## config.mk

```make
export PLATFORM = sky130hd
export DESIGN_NAME = serial_audio_rx
export DESIGN_NICKNAME = d
export VERILOG_FILES = /design/src/rtl/sarx_pkg.sv /design/src/rtl/sarx_sync_edge.sv /design/src/rtl/sarx_frame_ctrl.sv /design/src/rtl/sarx_lane.sv /design/src/rtl/serial_audio_rx.sv
export SDC_FILE = /design/constraint.sdc
export NUM_CORES = 1
export LEC_CHECK = 0
export CAP_MARGIN = 30
export CELL_PAD_IN_SITES_DETAIL_PLACEMENT = 2
export CELL_PAD_IN_SITES_GLOBAL_PLACEMENT = 2
export CORE_MARGIN = 3
export CORE_UTILIZATION = 39
export DETAILED_ROUTE_END_ITERATION = 12
export MAX_ROUTING_LAYER = met4
export PLACE_DENSITY = 0.86
export SLEW_MARGIN = 10
export SYNTH_ARGS = -nofsm -noshare
export SYNTH_HDL_FRONTEND = slang
export SYNTH_SLANG_ARGS = --single-unit
```

## constraint.sdc

```tcl
create_clock -name clk -period 5.6 [get_ports clk]
set_input_delay 1.68 -clock clk [delete_from_list [all_inputs] [get_ports clk]]
set_output_delay 1.68 -clock clk [all_outputs]
set_load 0.01 [all_outputs]
```

## src/rtl/sarx_pkg.sv

```systemverilog
package sarx_pkg;

    localparam int SAMPLE_W = 24;
    localparam int CNT_W    = 6;
    localparam int DSP_BITS = 16;
    localparam int I2S_BITS = 24;

    typedef enum logic [1:0] {
        FMT_LEFT_J  = 2'd0,
        FMT_RIGHT_J = 2'd1,
        FMT_I2S     = 2'd2,
        FMT_DSP     = 2'd3
    } fmt_e;

    typedef enum logic [2:0] {
        ST_IDLE      = 3'd0,
        ST_SEEK      = 3'd1,
        ST_HALF      = 3'd2,
        ST_DSP_LEFT  = 3'd3,
        ST_DSP_RIGHT = 3'd4
    } rx_state_e;

    typedef struct packed {
        fmt_e       fmt;
        logic [1:0] wlen;
    } rx_cfg_t;

    // Per-bit commands from the framing controller to every lane
    typedef struct packed {
        logic shift;     // append the current bit
        logic load1;     // restart the word with the current bit
        logic clr;       // empty the shift register
        logic cap;       // capture a finished word
        logic cap_incl;  // captured word includes the current bit
        logic cap_left;  // captured word is the left channel
        logic publish;   // move both words to the outputs
    } lane_ctl_t;

    function automatic logic [CNT_W-1:0] word_bits(input fmt_e f, input logic [1:0] wl);
        logic [CNT_W-1:0] n;
        unique case (f)
            FMT_I2S: n = CNT_W'(I2S_BITS);
            FMT_DSP: n = CNT_W'(DSP_BITS);
            default: begin
                unique case (wl)
                    2'd0:    n = CNT_W'(16);
                    2'd1:    n = CNT_W'(20);
                    default: n = CNT_W'(24);
                endcase
            end
        endcase
        return n;
    endfunction

    // Lane command used when a new half-frame word begins
    function automatic lane_ctl_t start_ctl(input fmt_e f);
        lane_ctl_t c;
        c = '0;
        unique case (f)
            FMT_LEFT_J: c.load1 = 1'b1;
            FMT_I2S:    c.clr   = 1'b1;
            default:    c.shift = 1'b1;
        endcase
        return c;
    endfunction

endpackage

```

## src/rtl/sarx_sync_edge.sv

```systemverilog
module sarx_sync_edge #(
    parameter int W      = 5,
    parameter int STAGES = 2
) (
    input  logic         clk,
    input  logic         rst_n,
    input  logic [W-1:0] async_i,
    output logic [W-1:0] sync_o,
    output logic         rise_o
);

    logic [W-1:0] chain_q [STAGES];
    logic         prev_q;

    always_ff @(posedge clk or negedge rst_n) begin
        if (!rst_n) begin
            chain_q[0] <= '0;
        end else begin
            chain_q[0] <= async_i;
        end
    end

    for (genvar s = 1; s < STAGES; s++) begin : g_stage
        always_ff @(posedge clk or negedge rst_n) begin
            if (!rst_n) begin
                chain_q[s] <= '0;
            end else begin
                chain_q[s] <= chain_q[s-1];
            end
        end
    end

    assign sync_o = chain_q[STAGES-1];

    // Delayed copy of the synchronized bit clock (bit 0)
    always_ff @(posedge clk or negedge rst_n) begin
        if (!rst_n) begin
            prev_q <= 1'b0;
        end else begin
            prev_q <= sync_o[0];
        end
    end

    assign rise_o = sync_o[0] & ~prev_q;

endmodule

```

## src/rtl/sarx_frame_ctrl.sv

```systemverilog
module sarx_frame_ctrl
    import sarx_pkg::*;
(
    input  logic             clk,
    input  logic             rst_n,
    input  logic             bit_ev,
    input  logic             wclk_s,
    input  logic [1:0]       fmt_i,
    input  logic [1:0]       wlen_i,
    output lane_ctl_t        ctl_o,
    output logic [CNT_W-1:0] nbits_o,
    output rx_state_e        state_o,
    output logic             valid_o
);

    rx_state_e        state_q, state_d;
    rx_cfg_t          cfg_q, cfg_in;
    logic [CNT_W-1:0] cnt_q;
    logic [CNT_W-1:0] nb;
    logic             w_last_q;
    logic             got_left_q;
    logic             chg, pulse, under, half_left, frame_end, dsp_last, cfg_diff;

    always_comb begin
        cfg_in.fmt  = fmt_e'(fmt_i);
        cfg_in.wlen = wlen_i;
    end

    assign nb        = word_bits(cfg_q.fmt, cfg_q.wlen);
    assign nbits_o   = nb;
    assign chg       = bit_ev & (wclk_s ^ w_last_q);
    assign pulse     = bit_ev & wclk_s & ~w_last_q;
    assign under     = cnt_q < nb;
    assign half_left = (cfg_q.fmt == FMT_I2S) ? ~w_last_q : w_last_q;
    assign frame_end = (state_q == ST_HALF) & chg & ~half_left;
    assign dsp_last  = bit_ev & (cnt_q == CNT_W'(DSP_BITS - 1));
    assign cfg_diff  = (cfg_in != cfg_q);
    assign state_o   = state_q;

    // State register
    always_ff @(posedge clk or negedge rst_n) begin
        if (!rst_n) begin
            state_q <= ST_IDLE;
        end else begin
            state_q <= state_d;
        end
    end

    // Next state
    always_comb begin
        state_d = state_q;
        unique case (state_q)
            ST_IDLE: begin
                if (bit_ev) state_d = ST_SEEK;
            end
            ST_SEEK: begin
                if (cfg_q.fmt == FMT_DSP) begin
                    if (pulse) state_d = ST_DSP_LEFT;
                end else if (chg) begin
                    state_d = ST_HALF;
                end
            end
            ST_HALF: begin
                if (frame_end && cfg_diff) state_d = ST_SEEK;
            end
            ST_DSP_LEFT: begin
                if (dsp_last) state_d = ST_DSP_RIGHT;
            end
            ST_DSP_RIGHT: begin
                if (dsp_last) state_d = ST_SEEK;
            end
            default: state_d = ST_IDLE;
        endcase
    end

    // Lane commands
    always_comb begin
        ctl_o = '0;
        unique case (state_q)
            ST_IDLE: begin
                ctl_o = '0;
            end
            ST_SEEK: begin
                if (cfg_q.fmt == FMT_DSP) begin
                    ctl_o.clr = pulse;
                end else if (chg) begin
                    ctl_o = start_ctl(cfg_q.fmt);
                end
            end
            ST_HALF: begin
                if (chg) begin
                    ctl_o          = start_ctl(cfg_q.fmt);
                    ctl_o.cap      = 1'b1;
                    ctl_o.cap_incl = (cfg_q.fmt == FMT_I2S) & under;
                    ctl_o.cap_left = half_left;
                    ctl_o.publish  = ~half_left & got_left_q;
                end else if (bit_ev) begin
                    ctl_o.shift = (cfg_q.fmt == FMT_RIGHT_J) | under;
                end
            end
            ST_DSP_LEFT, ST_DSP_RIGHT: begin
                if (dsp_last) begin
                    ctl_o.cap      = 1'b1;
                    ctl_o.cap_incl = 1'b1;
                    ctl_o.cap_left = (state_q == ST_DSP_LEFT);
                    ctl_o.clr      = 1'b1;
                    ctl_o.publish  = (state_q == ST_DSP_RIGHT);
                end else if (bit_ev) begin
                    ctl_o.shift = 1'b1;
                end
            end
            default: ctl_o = '0;
        endcase
    end

    // Frame bookkeeping: bit count, last word-clock level, latched configuration
    always_ff @(posedge clk or negedge rst_n) begin
        if (!rst_n) begin
            cnt_q      <= '0;
            w_last_q   <= 1'b0;
            got_left_q <= 1'b0;
            cfg_q      <= '{fmt: FMT_LEFT_J, wlen: 2'd0};
            valid_o    <= 1'b0;
        end else begin
            valid_o <= ctl_o.publish;
            if (bit_ev) w_last_q <= wclk_s;
            unique case (state_q)
                ST_IDLE, ST_SEEK: begin
                    got_left_q <= 1'b0;
                    if (state_q == ST_SEEK && (chg || pulse)) begin
                        cnt_q <= (cfg_q.fmt == FMT_LEFT_J) ? CNT_W'(1) : '0;
                    end else begin
                        cfg_q <= cfg_in;
                    end
                end
                ST_HALF: begin
                    if (chg) begin
                        cnt_q      <= (cfg_q.fmt == FMT_LEFT_J) ? CNT_W'(1) : '0;
                        got_left_q <= half_left;
                        if (frame_end) cfg_q <= cfg_in;
                    end else if (bit_ev && under) begin
                        cnt_q <= cnt_q + CNT_W'(1);
                    end
                end
                ST_DSP_LEFT, ST_DSP_RIGHT: begin
                    if (bit_ev) cnt_q <= dsp_last ? '0 : cnt_q + CNT_W'(1);
                end
                default: cnt_q <= '0;
            endcase
        end
    end

endmodule

```

## src/rtl/sarx_lane.sv

```systemverilog
module sarx_lane
    import sarx_pkg::*;
#(
    parameter int SW = SAMPLE_W
) (
    input  logic             clk,
    input  logic             rst_n,
    input  logic             d,
    input  lane_ctl_t        ctl,
    input  logic [CNT_W-1:0] nbits,
    output logic [SW-1:0]    left_o,
    output logic [SW-1:0]    right_o
);

    logic [SW-1:0] sh_q;
    logic [SW-1:0] raw;
    logic [SW-1:0] ext;
    logic [SW-1:0] stage_l_q;
    logic          sgn;

    assign raw = ctl.cap_incl ? {sh_q[SW-2:0], d} : sh_q;

    // Keep the low nbits, extend the sign bit above them
    always_comb begin
        sgn = 1'b0;
        for (int i = 0; i < SW; i++) begin
            if (i == 32'(nbits) - 1) sgn = raw[i];
        end
        for (int i = 0; i < SW; i++) begin
            ext[i] = (i < 32'(nbits)) ? raw[i] : sgn;
        end
    end

    always_ff @(posedge clk or negedge rst_n) begin
        if (!rst_n) begin
            sh_q <= '0;
        end else if (ctl.clr) begin
            sh_q <= '0;
        end else if (ctl.load1) begin
            sh_q <= {{(SW-1){1'b0}}, d};
        end else if (ctl.shift) begin
            sh_q <= {sh_q[SW-2:0], d};
        end
    end

    always_ff @(posedge clk or negedge rst_n) begin
        if (!rst_n) begin
            stage_l_q <= '0;
            left_o    <= '0;
            right_o   <= '0;
        end else begin
            if (ctl.cap && ctl.cap_left) stage_l_q <= ext;
            if (ctl.publish) begin
                left_o  <= stage_l_q;
                right_o <= ext;
            end
        end
    end

endmodule

```

## src/rtl/serial_audio_rx.sv

```systemverilog
module serial_audio_rx
    import sarx_pkg::*;
#(
    parameter int NLANES      = 3,
    parameter int SW          = SAMPLE_W,
    parameter int SYNC_STAGES = 2
) (
    input  logic                     clk,
    input  logic                     rst_n,
    input  logic                     bclk_i,
    input  logic                     wclk_i,
    input  logic [NLANES-1:0]        sdata_i,
    input  logic [1:0]               fmt_i,
    input  logic [1:0]               wlen_i,
    output logic [2*NLANES*SW-1:0]   samples_o,
    output logic                     valid_o
);

    localparam int SYNC_W = NLANES + 2;

    logic [SYNC_W-1:0] sync_q;
    logic              bit_rise;
    lane_ctl_t         lane_ctl;
    logic [CNT_W-1:0]  nbits;
    rx_state_e         ctrl_state;

    sarx_sync_edge #(
        .W      (SYNC_W),
        .STAGES (SYNC_STAGES)
    ) u_sync (
        .clk     (clk),
        .rst_n   (rst_n),
        .async_i ({sdata_i, wclk_i, bclk_i}),
        .sync_o  (sync_q),
        .rise_o  (bit_rise)
    );

    sarx_frame_ctrl u_ctrl (
        .clk     (clk),
        .rst_n   (rst_n),
        .bit_ev  (bit_rise),
        .wclk_s  (sync_q[1]),
        .fmt_i   (fmt_i),
        .wlen_i  (wlen_i),
        .ctl_o   (lane_ctl),
        .nbits_o (nbits),
        .state_o (ctrl_state),
        .valid_o (valid_o)
    );

    for (genvar k = 0; k < NLANES; k++) begin : g_lane
        sarx_lane #(
            .SW (SW)
        ) u_lane (
            .clk     (clk),
            .rst_n   (rst_n),
            .d       (sync_q[2+k]),
            .ctl     (lane_ctl),
            .nbits   (nbits),
            .left_o  (samples_o[(2*k)*SW +: SW]),
            .right_o (samples_o[(2*k+1)*SW +: SW])
        );
    end

endmodule

```

Yosys cells after proc, flatten, opt, wreduce, memory -nomap -nowiden:

Cells that the tools add are included.

* flip-flop bits (word level): 315
* input bits: 11
* logic and storage cells: 322

* add/subtract/negate cells: 2
* magnitude comparators: 25
* eq/ne operators: 45
* multiplexer cells: 196
* bitwise gates (word level): 14
* reduce and logical (&&, ||, !) cells: 18

Operators with widths (number)
* 24-bit 2-to-1 mux: 12
* 4-bit by 32-bit equality test with 1-bit output, first input constant: 8
* 5-bit by 32-bit equality test with 1-bit output, first input constant: 8
* 1-bit 2-to-1 mux: 155
* 3-bit by 32-bit equality test with 1-bit output, first input constant: 4
* 2-bit by 32-bit equality test with 1-bit output, first input constant: 2
* 4-bit by 6-bit less-than comparator with 1-bit output, first input constant: 8
* 5-bit by 6-bit less-than comparator with 1-bit output, first input constant: 8
* 6-bit 2-to-1 mux: 6
* 1-bit by 32-bit equality test with 1-bit output, first input constant: 1
* 32-bit logical NOT: 1
* 3-bit by 6-bit less-than comparator with 1-bit output, first input constant: 4
* 3-bit 2-to-1 mux: 7
* 6-bit one-hot mux with 3 select lines: 1
* 4-bit 2-to-1 mux: 4
* 4-bit one-hot mux with 2 select lines: 2
* 3-bit one-hot mux with 5 select lines: 1
* 5-bit one-hot mux with 3 select lines: 1
* 2-bit by 1-bit inequality test with 1-bit output, second input constant: 7
* 1-bit by 6-bit less-than comparator with 1-bit output, first input constant: 2
* 2-bit by 6-bit less-than comparator with 1-bit output, first input constant: 2
* 6-bit one-hot mux with 2 select lines: 1
* 1-bit bitwise AND: 9
* 7-bit 2-to-1 mux: 1
* 31 further kinds: 45

Longest topological paths before layout:

Gate-level depths: netlist of the first run.

* depth in word-level cells: 33
* gate-level depth with buffers: 14
* gate-level depth less buffers: 10

Modules after synthesis:

From an unflattened synthesis of the first run, not the netlist that was laid out.

* cells, all modules: 1697
* area total of the unflattened synthesis: 16836.1 µm²

By module, submodules not included
* sarx_lane (g_lane[0].u_lane ...): times used 2, cells an instance 509, area an instance 5092.4 µm², sequential area each 2402.3 µm²
* sarx_lane (g_lane[2].u_lane): times used 1, cells an instance 502, area an instance 4972.3 µm², sequential area each 2402.3 µm²
* sarx_frame_ctrl: times used 1, cells an instance 160, area an instance 1352.5 µm², sequential area each 400.4 µm²
* sarx_sync_edge: times used 1, cells an instance 17, area an instance 326.6 µm², sequential area each 275.3 µm²

Least setup slack after synthesis of the first run:

Ideal clock, no wire load.

* path kind: flip-flop to flip-flop
* start: register u_ctrl.cfg_q[3] (netlist name)
* end: register g_lane[2].u_lane.stage_l_q[22]
* library setup time: 65 ps
* data arrival time: 3085 ps
* path slack: 2451 ps
* cell stages (with the launch flop): 12
* buffers on the path: 3
* cell sequence: dfrtp_1 > clkbuf_1 > nor2b_1 > or2_2 > clkbuf_1 > buf_1 > ha_1 > or4b_2 > o211ai_1 > mux2i_1 > a2bb2oi_2 > a31o_2

* word-level cells in the longest chain between the ends: 32
* elaborated cells on any way between the ends: 62
* classes of those cells: add/sub (1); order compare (2); eq/ne (25); mux (31); bitwise (1); reduce/logical (2)

Ends and longest elaborated chain
* start: declaration: line sarx_frame_ctrl.sv:17 `rx_cfg_t cfg_q, cfg_in;`
* start signal: assignment: line sarx_frame_ctrl.sv:122 `cfg_q <= '{fmt: FMT_LEFT_J, wlen: 2'd0};`
* start signal: assignment: line sarx_frame_ctrl.sv:133 `cfg_q <= cfg_in;`
* start signal: assignment: line sarx_frame_ctrl.sv:140 `if (frame_end) cfg_q <= cfg_in;`
* 2-bit equality test, on equally long branches
* 6-bit one-hot mux with 2 select lines: line sarx_pkg.sv:41 `unique case (f)`
* 6-bit less-than comparator: line sarx_frame_ctrl.sv:33 `assign under = cnt_q < nb;`
* 1-bit bitwise AND: line sarx_frame_ctrl.sv:94 `ctl_o.cap_incl = (cfg_q.fmt == FMT_I2S) & under;`
* 6-bit 2-to-1 mux: line sarx_frame_ctrl.sv:91 `if (chg) begin`
* 5-bit one-hot mux with 3 select lines: line sarx_frame_ctrl.sv:79 `unique case (state_q)`
* 24-bit 2-to-1 mux: line sarx_lane.sv:21 `assign raw = ctl.cap_incl ? {sh_q[SW-2:0], d} : sh_q;`
* 1-bit 2-to-1 mux (24 in a row): line sarx_lane.sv:27 `if (i == 32'(nbits) - 1) sgn = raw[i];`
* 1-bit 2-to-1 mux: line sarx_lane.sv:30 `ext[i] = (i < 32'(nbits)) ? raw[i] : sgn;`
* end signal: assignment: line sarx_lane.sv:52 `if (ctl.cap && ctl.cap_left) stage_l_q <= ext;`
* end: declaration: line sarx_lane.sv:18 `logic [SW-1:0] stage_l_q;`

Parallel ways exist; a longest one is shown, timed or not.
A chain may end at the register's enable or synchronous reset.

Worst setup path in the final report of the first run:

* start: register u_ctrl.cfg_q[3] (netlist name)
* end: register g_lane[2].u_lane.stage_l_q[19]

Same word-level chain as after synthesis.

==> out/qor.yml, run 1 <==
outcome: "completed"
n_antenna_cell: 0
synth_adder_area_share: 0.00546
postCtsResizedCells: 0
critical_path.slowest_cell: "o21ai_4"
period_minus_slack_ns: 4.74
io_buffers: 155
grt_max_degree: 109
tightest_slew_ns: 1.00
finalCritPeriodShare: 0.847
holdCritPathClass: "reg2reg"
crit_type: "reg2reg"
worst_ep_required_time_ns: 5.96
ys_types: 64
rsz0062_at_grt: "false"
relSlewSlack: 0.333
syn2layout_area_growth_pct: 23.5
seq_area_frac_synth: 0.573
cp_max_fo: 23
drive_above_1_share: 0.0833
syn_area_um2: 13800
vias_per_cell: 5.66
fillers: 3577
cp-start-kind: "flop"
ys.flop_type: "dfrtp_1"
die_area_um2: 37600
min_path_cells: 0
firstDrtPassIters: 4
synth_edf_count: 0
placementRows: 68
core_area_um2: 34600
vias: 11273
slew_violations: 0
hpwl_um: 28900
grt_usage: 0.246
antenna_found_initial: 0
fmaxAchievable_ghz: 0.211
synth_top_family_by_area: "simple AND/OR/NAND/NOR gates"
arrival_ns: 5.10
layout.cells.non_filler: 1992
drt-initial-drc-count: 594
cts_tree: "built"
syn-num-nets: 1407
synth_xor_area_frac: 0.00382
yosysWarnings: 0
vdd_drop_max_uv: 179
wl_per_cell_um: 23.3
postCtsHoldBufs: 0
total_leakage_power_nw: 7.57
seq_area_um2: 7880
synth_mux_area_frac: 0.0649
syn_area_per_cell_um2: 9.90
yosys.area_share.simple: 0.175
cts_setup_buffers: 0
synth_compound_area_frac: 0.143
grt_pass1_vias: 12537
synthArstFlopShare: 1.00
final_nets: 1527
clk_pin_slew_ns: 0.06
max_cap_viol_count: 0
final.setup.tns_ns: 0
fin_skew_ns: 0.0292
cts_buffers: 37
grt_pass1_wl_um: 72700
dpl.cell_count: 1925
start_util: 0.397
setup_viol: 0
drt_wl_total_um: 46500
worstHoldEndpoint: "u_sync.sync_o[1]"
ys_ff_latch: 315
r2r-start: "u_ctrl.cfg_q[3]"
worst_r2r_path_depth: 10
hold_viol: 0
crit_family: "compound AO/OA/AOI/OAI gates"
power_density_nw_per_um2: 366
synth_cells: 1390
worstHoldStart: "u_sync.chain_q[6]"
overflow: 0
cts.sinks: 315
regToRegEndpoint: "g_lane[2].u_lane.stage_l_q[19]"
critical_path.max_stage_delay_ns: 0.80
multiInputGateArea_um2: 5450
h-tree-depth: 2
path_cells: "nor2b_1 -> or2_2 -> inv_1 -> ha_1 -> o21ai_0 -> nand3b_1 -> o21ai_4 -> mux2_2 -> o32ai_1 -> nor4_1"
clk_latency_ns: 0.54
rrSetupSlack_ns: 0.86
pin_count: 156
cp-end-kind: "flop"
drtAntennaViolNets: 0
clockBufferDepth: 3
root_buffer: "clkbuf_16"
crit_buf_inv: 1
place_congestion: 0.845
drc: 0
fp.dieW_um: 194
die_h_um: 194
layer usage:
metal | GRT usage | routed length, um | vias to the layer above
li1 | - | - | 5012
met1 | 0.306 | 19500 | 5907
met2 | 0.423 | 23900 | 273
met3 | 0.0356 | 1850 | 81
met4 | 0.0670 | 1250 | 0
met5 | - | 0 | -
per-stage QoR:
stage               instance area (um2)  worst slack (ns)  total power, mW  utilization  hold slack [ns]
global route                      17000             0.576             6.50        0.490            0.355
detailed placement                15700              1.17             3.77        0.454            0.340
CTS                               17000             0.998             6.25        0.490            0.352
floorplan                         13800              2.45             3.33            -            0.331
global placement                  15700              1.46             3.69        0.453            0.336
finish                            17000             0.855             6.21        0.490            0.348
worst register-to-register path, stage by stage (launching register included):
cell and delay (ns):
dfrtp_1 0.60, nor2b_1 0.30, or2_2 0.45, inv_1 0.26, ha_1 0.37, o21ai_0 0.22, nand3b_1 0.34, o21ai_4 0.80
mux2_2 0.48, o32ai_1 0.62, nor4_1 0.15
synth_stat cells, types with 2 or more instances:
library cell / number / area share
buf_1: 4 / 0.0011
clkbuf_1: 60 / 0.016
buf_4: 3 / 0.0016
a2111oi_0: 18 / 0.011
buf_2: 25 / 0.0091
nand3_1: 7 / 0.0025
o211ai_1: 16 / 0.0087
inv_1: 15 / 0.0041
dfrtp_1: 315 / 0.57
nand2b_1: 7 / 0.0032
and3_1: 5 / 0.0023
o2111ai_1: 3 / 0.0019
nand2_1: 425 / 0.12
a21oi_1: 65 / 0.024
nand3b_1: 2 / 0.0011
o211ai_2: 2 / 0.0018
nor2_1: 41 / 0.011
nor2b_1: 10 / 0.0045
o22ai_1: 2 / 0.00091
a21boi_0: 3 / 0.0016
nor4_2: 3 / 0.0027
nor4_1: 27 / 0.012
nor3_1: 8 / 0.0029
mux2i_1: 64 / 0.047
and2_1: 12 / 0.0055
nor3b_1: 4 / 0.0022
nor4_4: 2 / 0.0031
mux2_2: 21 / 0.017
o21a_1: 4 / 0.0022
ha_1: 6 / 0.0055
buf_6: 3 / 0.0025
a211oi_1: 2 / 0.0011
a31o_2: 3 / 0.0019
a31oi_1: 5 / 0.0023
o21ai_0: 116 / 0.042
a22o_1: 34 / 0.022
xor2_1: 5 / 0.0032
o32ai_1: 7 / 0.0045
o31ai_1: 8 / 0.0044
o21ai_2: 2 / 0.0013
or2_2: 3 / 0.0014
cell families (layout without fill, tap and decap cells):
logic type	after synthesis	after routing
simple gates	562	562
flops	315	315
compound gates	304	304
buf+inv	111	258
mux	86	86
fa+ha+maj	6	6
xor+xnor	6	6
worst max path at each step:
| stage | start | to | slack (ns) | cells past startpoint |
|---|---|---|---|---|
| after detailed placement | u_ctrl.cfg_q[3] | g_lane[1].u_lane.right_o[19] | 1.17 | 10 |
| after floorplan | u_ctrl.cfg_q[3] | g_lane[2].u_lane.stage_l_q[22] | 2.45 | 11 |
| final | u_ctrl.cfg_q[3] | g_lane[2].u_lane.stage_l_q[19] | 0.86 | 10 |
| after global placement | u_ctrl.cfg_q[3] | g_lane[2].u_lane.right_o[18] | 1.46 | 10 |
| after CTS | u_ctrl.cfg_q[3] | g_lane[2].u_lane.stage_l_q[19] | 1.0 | 10 |
| after global routing | u_ctrl.cfg_q[3] | g_lane[2].u_lane.stage_l_q[19] | 0.58 | 10 |
flip-flops by register name, summed over array words and instances (netlist names), 3 cells and up:
name,flops
u_ctrl.cfg_q,4
u_ctrl.cnt_q,6
g_lane.u_lane.stage_l_q,72
g_lane.u_lane.sh_q,72
u_sync.sync_o,5
u_ctrl.state_o,3
g_lane.u_lane.left_o,72
g_lane.u_lane.right_o,72
u_sync.chain_q,5
placed cells by master (no fill, tap or decap), types with 8 or more instances in the layout:
cell | Yosys | layout
o21ai_0 | 116 | 116
a2111oi_0 | 18 | 18
mux2i_1 | 64 | 64
clkbuf_16 | 0 | 38
clkdlybuf4s50_1 | 0 | 154
nor4_1 | 27 | 27
o211ai_1 | 16 | 16
nor2_1 | 41 | 41
clkbuf_1 | 60 | 9
nor3_1 | 8 | 8
nor2b_1 | 10 | 10
clkbuf_8 | 0 | 11
a22o_1 | 34 | 34
buf_4 | 3 | 16
mux2_2 | 21 | 21
and2_1 | 12 | 12
dfrtp_1 | 315 | 315
a21oi_1 | 65 | 65
nand2_1 | 425 | 424
inv_1 | 15 | 15
final cells by class:
class,count,area share
Sequential cell,315,0.464
Multi-Input combinational cell,964,0.321
Timing Repair Buffer,176,0.105
Clock buffer,58,0.0669
Tap cell,455,0.0335
Clock inverter,8,0.00597
Inverter,16,0.00361
power breakdown:
| part | switching, mW | total [mW] | internal, mW |
|---|---|---|---|
| sequential | 0.199 | 2.65 | 2.45 |
| combinational | 0.749 | 1.11 | 0.356 |
| clock | 0.967 | 2.45 | 1.49 |
| total | 1.92 | 6.21 | 4.30 |
Note: power is estimated with default switching activity, not from simulation.
==> run 2, diff against run 1 <==
--- a/config.mk
+++ b/config.mk
@@ -9,10 +9,10 @@
 export CELL_PAD_IN_SITES_DETAIL_PLACEMENT = 2
 export CELL_PAD_IN_SITES_GLOBAL_PLACEMENT = 2
 export CORE_MARGIN = 3
-export CORE_UTILIZATION = 39
+export CORE_UTILIZATION = 32
 export DETAILED_ROUTE_END_ITERATION = 12
 export MAX_ROUTING_LAYER = met4
-export PLACE_DENSITY = 0.86
+export PLACE_DENSITY = 0.75
 export SLEW_MARGIN = 10
 export SYNTH_ARGS = -nofsm -noshare
 export SYNTH_HDL_FRONTEND = slang
==> constraint.sdc (replaced) <==
create_clock -name clk -period 3.9 [get_ports clk]
set_input_delay 1.17 -clock clk [delete_from_list [all_inputs] [get_ports clk]]
set_output_delay 1.17 -clock clk [all_outputs]
set_load 0.01 [all_outputs]
==> run 2 against run 1 <==
  * Largest power group is now the clock network
  * Sequential share of layout area is 1.1 points lower
  * Critical path depth stayed put
  * Global-route usage is 4.2 points lower
  * Fmax is 31% higher
  * Hold slack better by 0.0044 ns
  * Register-to-register slack worse by 0.59 ns
  * Via count is 2.8% lower
  * Wire length is 4.9% lower
  * Cell count is 5.3% higher
==> out/qor.yml, run 2 (same netlist as run 1, synthesis figures left out) <==
antenna_found_initial: 0
place_congestion: 0.821
overflow: 0
worst_slack_ns: 0.270
finalCritPeriodShare: 0.931
postCtsResizedCells: 0
clockBufferDepth: 3
wl_per_cell_um: 21.1
h-tree-depth: 2
hpwl_um: 29300
fin_skew_ns: 0.0196
postCtsHoldBufs: 0
hold_viol: 0
slew_violations: 0
grt_pass1_wl_um: 71200
total_leakage_power_nw: 7.74
worstHoldStart: "u_sync.chain_q[5]"
whs_ns: 0.353
drive_above_1_share: 0.0975
fmaxAchievable_ghz: 0.275
multiInputGateArea_um2: 5450
seq_area_um2: 7880
die_area_um2: 45500
tightest_slew_ns: 0.853
cts_buffers: 39
drt_wl_total_um: 44200
final_nets: 1549
layout.cells.non_filler: 2098
clk_pin_slew_ns: 0.06
drt-initial-drc-count: 568
r2r-start: "u_ctrl.cfg_q[1]"
arrival_ns: 4.02
vias: 10952
dpl.cell_count: 2028
relSlewSlack: 0.431
cp_max_fo: 17
final.setup.tns_ns: 0
grt_pass1_vias: 12293
worst_r2r_path_depth: 10
max_cap_viol_count: 0
fp.dieW_um: 213
cp-end-kind: "flop"
clk_latency_ns: 0.56
power_density_nw_per_um2: 532
n_antenna_cell: 0
outcome: "completed"
dp_slack_ns: 0.258
use_met3: 0.0382
core_area_um2: 42200
vias_per_cell: 5.22
drc: 0
layout_commonest_cell: "nand2_1"
io_buffers: 155
cts_setup_buffers: 0
vdd_drop_max_uv: 249
use_met2: 0.334
worstHoldEndpoint: "u_sync.sync_o[0]"
root_buffer: "clkbuf_16"
drtAntennaViolNets: 0
holdCritPathClass: "reg2reg"
period_minus_slack_ns: 3.63
die_h_um: 213
cts_tree: "built"
cts.sinks: 315
firstDrtPassIters: 4
cp-start-kind: "flop"
fin_area_um2: 17400
syn2layout_area_growth_pct: 26.5
grt_usage: 0.204
fillers: 4435
dpl_cell_area_um2: 16000
start_util: 0.326
pin_count: 156
met1_usage: 0.261
crit_type: "reg2reg"
placementRows: 75
regToRegEndpoint: "g_lane[2].u_lane.right_o[16]"
layout_common_cells: "424 x nand2_1, 315 x dfrtp_1, 154 x clkdlybuf4s50_1"
grt_max_degree: 82
worst_ep_required_time_ns: 4.29
setup_viol: 0
rsz0062_at_grt: "false"
min_path_cells: 0
rrSetupSlack_ns: 0.27
grt-busiest-layer: "met2"
## run 2: changes by cell type in the layout (fill, tap and decap cells not counted), sizes merged
cell    previous run  this run
buf               22        42
bufinv             2         6
clkbuf            58        54
clkinv             7         6
inv               15        18
## run 2: stage by stage
step | power [mW] | util
floorplan | 4.78 | -
detailed placement | 5.46 | 0.379
global route | 9.72 | 0.412
global placement | 5.37 | 0.379
CTS | 9.41 | 0.411
finish | 9.27 | 0.412
## run 2: metal layers
metal | wire length [um] | part of all wire | vias up
met5 | 0 | 0 | -
met4 | 1020 | 0.023 | 0
met3 | 1950 | 0.044 | 72
met2 | 21600 | 0.49 | 181
met1 | 19600 | 0.44 | 5635
li1 | - | - | 5064
## run 2: final cells by class
cell class	count	share of cell area
Clock buffer	54	0.0646
Inverter	16	0.00359
Timing Repair Buffer	196	0.113
Multi-Input combinational cell	964	0.313
Clock inverter	14	0.0139
Sequential cell	315	0.453
Tap cell	539	0.0388
## run 2: critical path, stage by stage (launching register included)
cell	delay (ns)
dfrtp_1	0.45
nor2b_1	0.18
or2_2	0.28
inv_1	0.19
ha_1	0.30
o21ai_0	0.19
nand3b_1	0.30
o21a_2	0.49
buf_4	0.28
a2111oi_0	0.69
nor4_1	0.11
## run 2: how the worst max path moves through the flow
stage | cells past startpoint | from | to | slack, ns
2_1_floorplan | 11 | u_ctrl.cfg_q[3] | g_lane[2].u_lane.stage_l_q[22] | 0.75
3_3_place_gp | 10 | u_ctrl.cfg_q[1] | g_lane[2].u_lane.stage_l_q[17] | 0.48
3_5_place_dp | 10 | u_ctrl.cfg_q[1] | g_lane[2].u_lane.stage_l_q[17] | 0.26
4_1_cts | 10 | u_ctrl.cfg_q[1] | g_lane[2].u_lane.stage_l_q[17] | 0.23
5_1_grt | 10 | u_ctrl.cfg_q[1] | g_lane[2].u_lane.right_o[16] | 0.05
6_report | 10 | u_ctrl.cfg_q[1] | g_lane[2].u_lane.right_o[16] | 0.27
## run 2: power by group
group | internal [mW] | switching (mW)
registers | 3.53 | 0.243
logic | 0.560 | 1.08
clock network | 2.41 | 1.45
total | 6.50 | 2.77
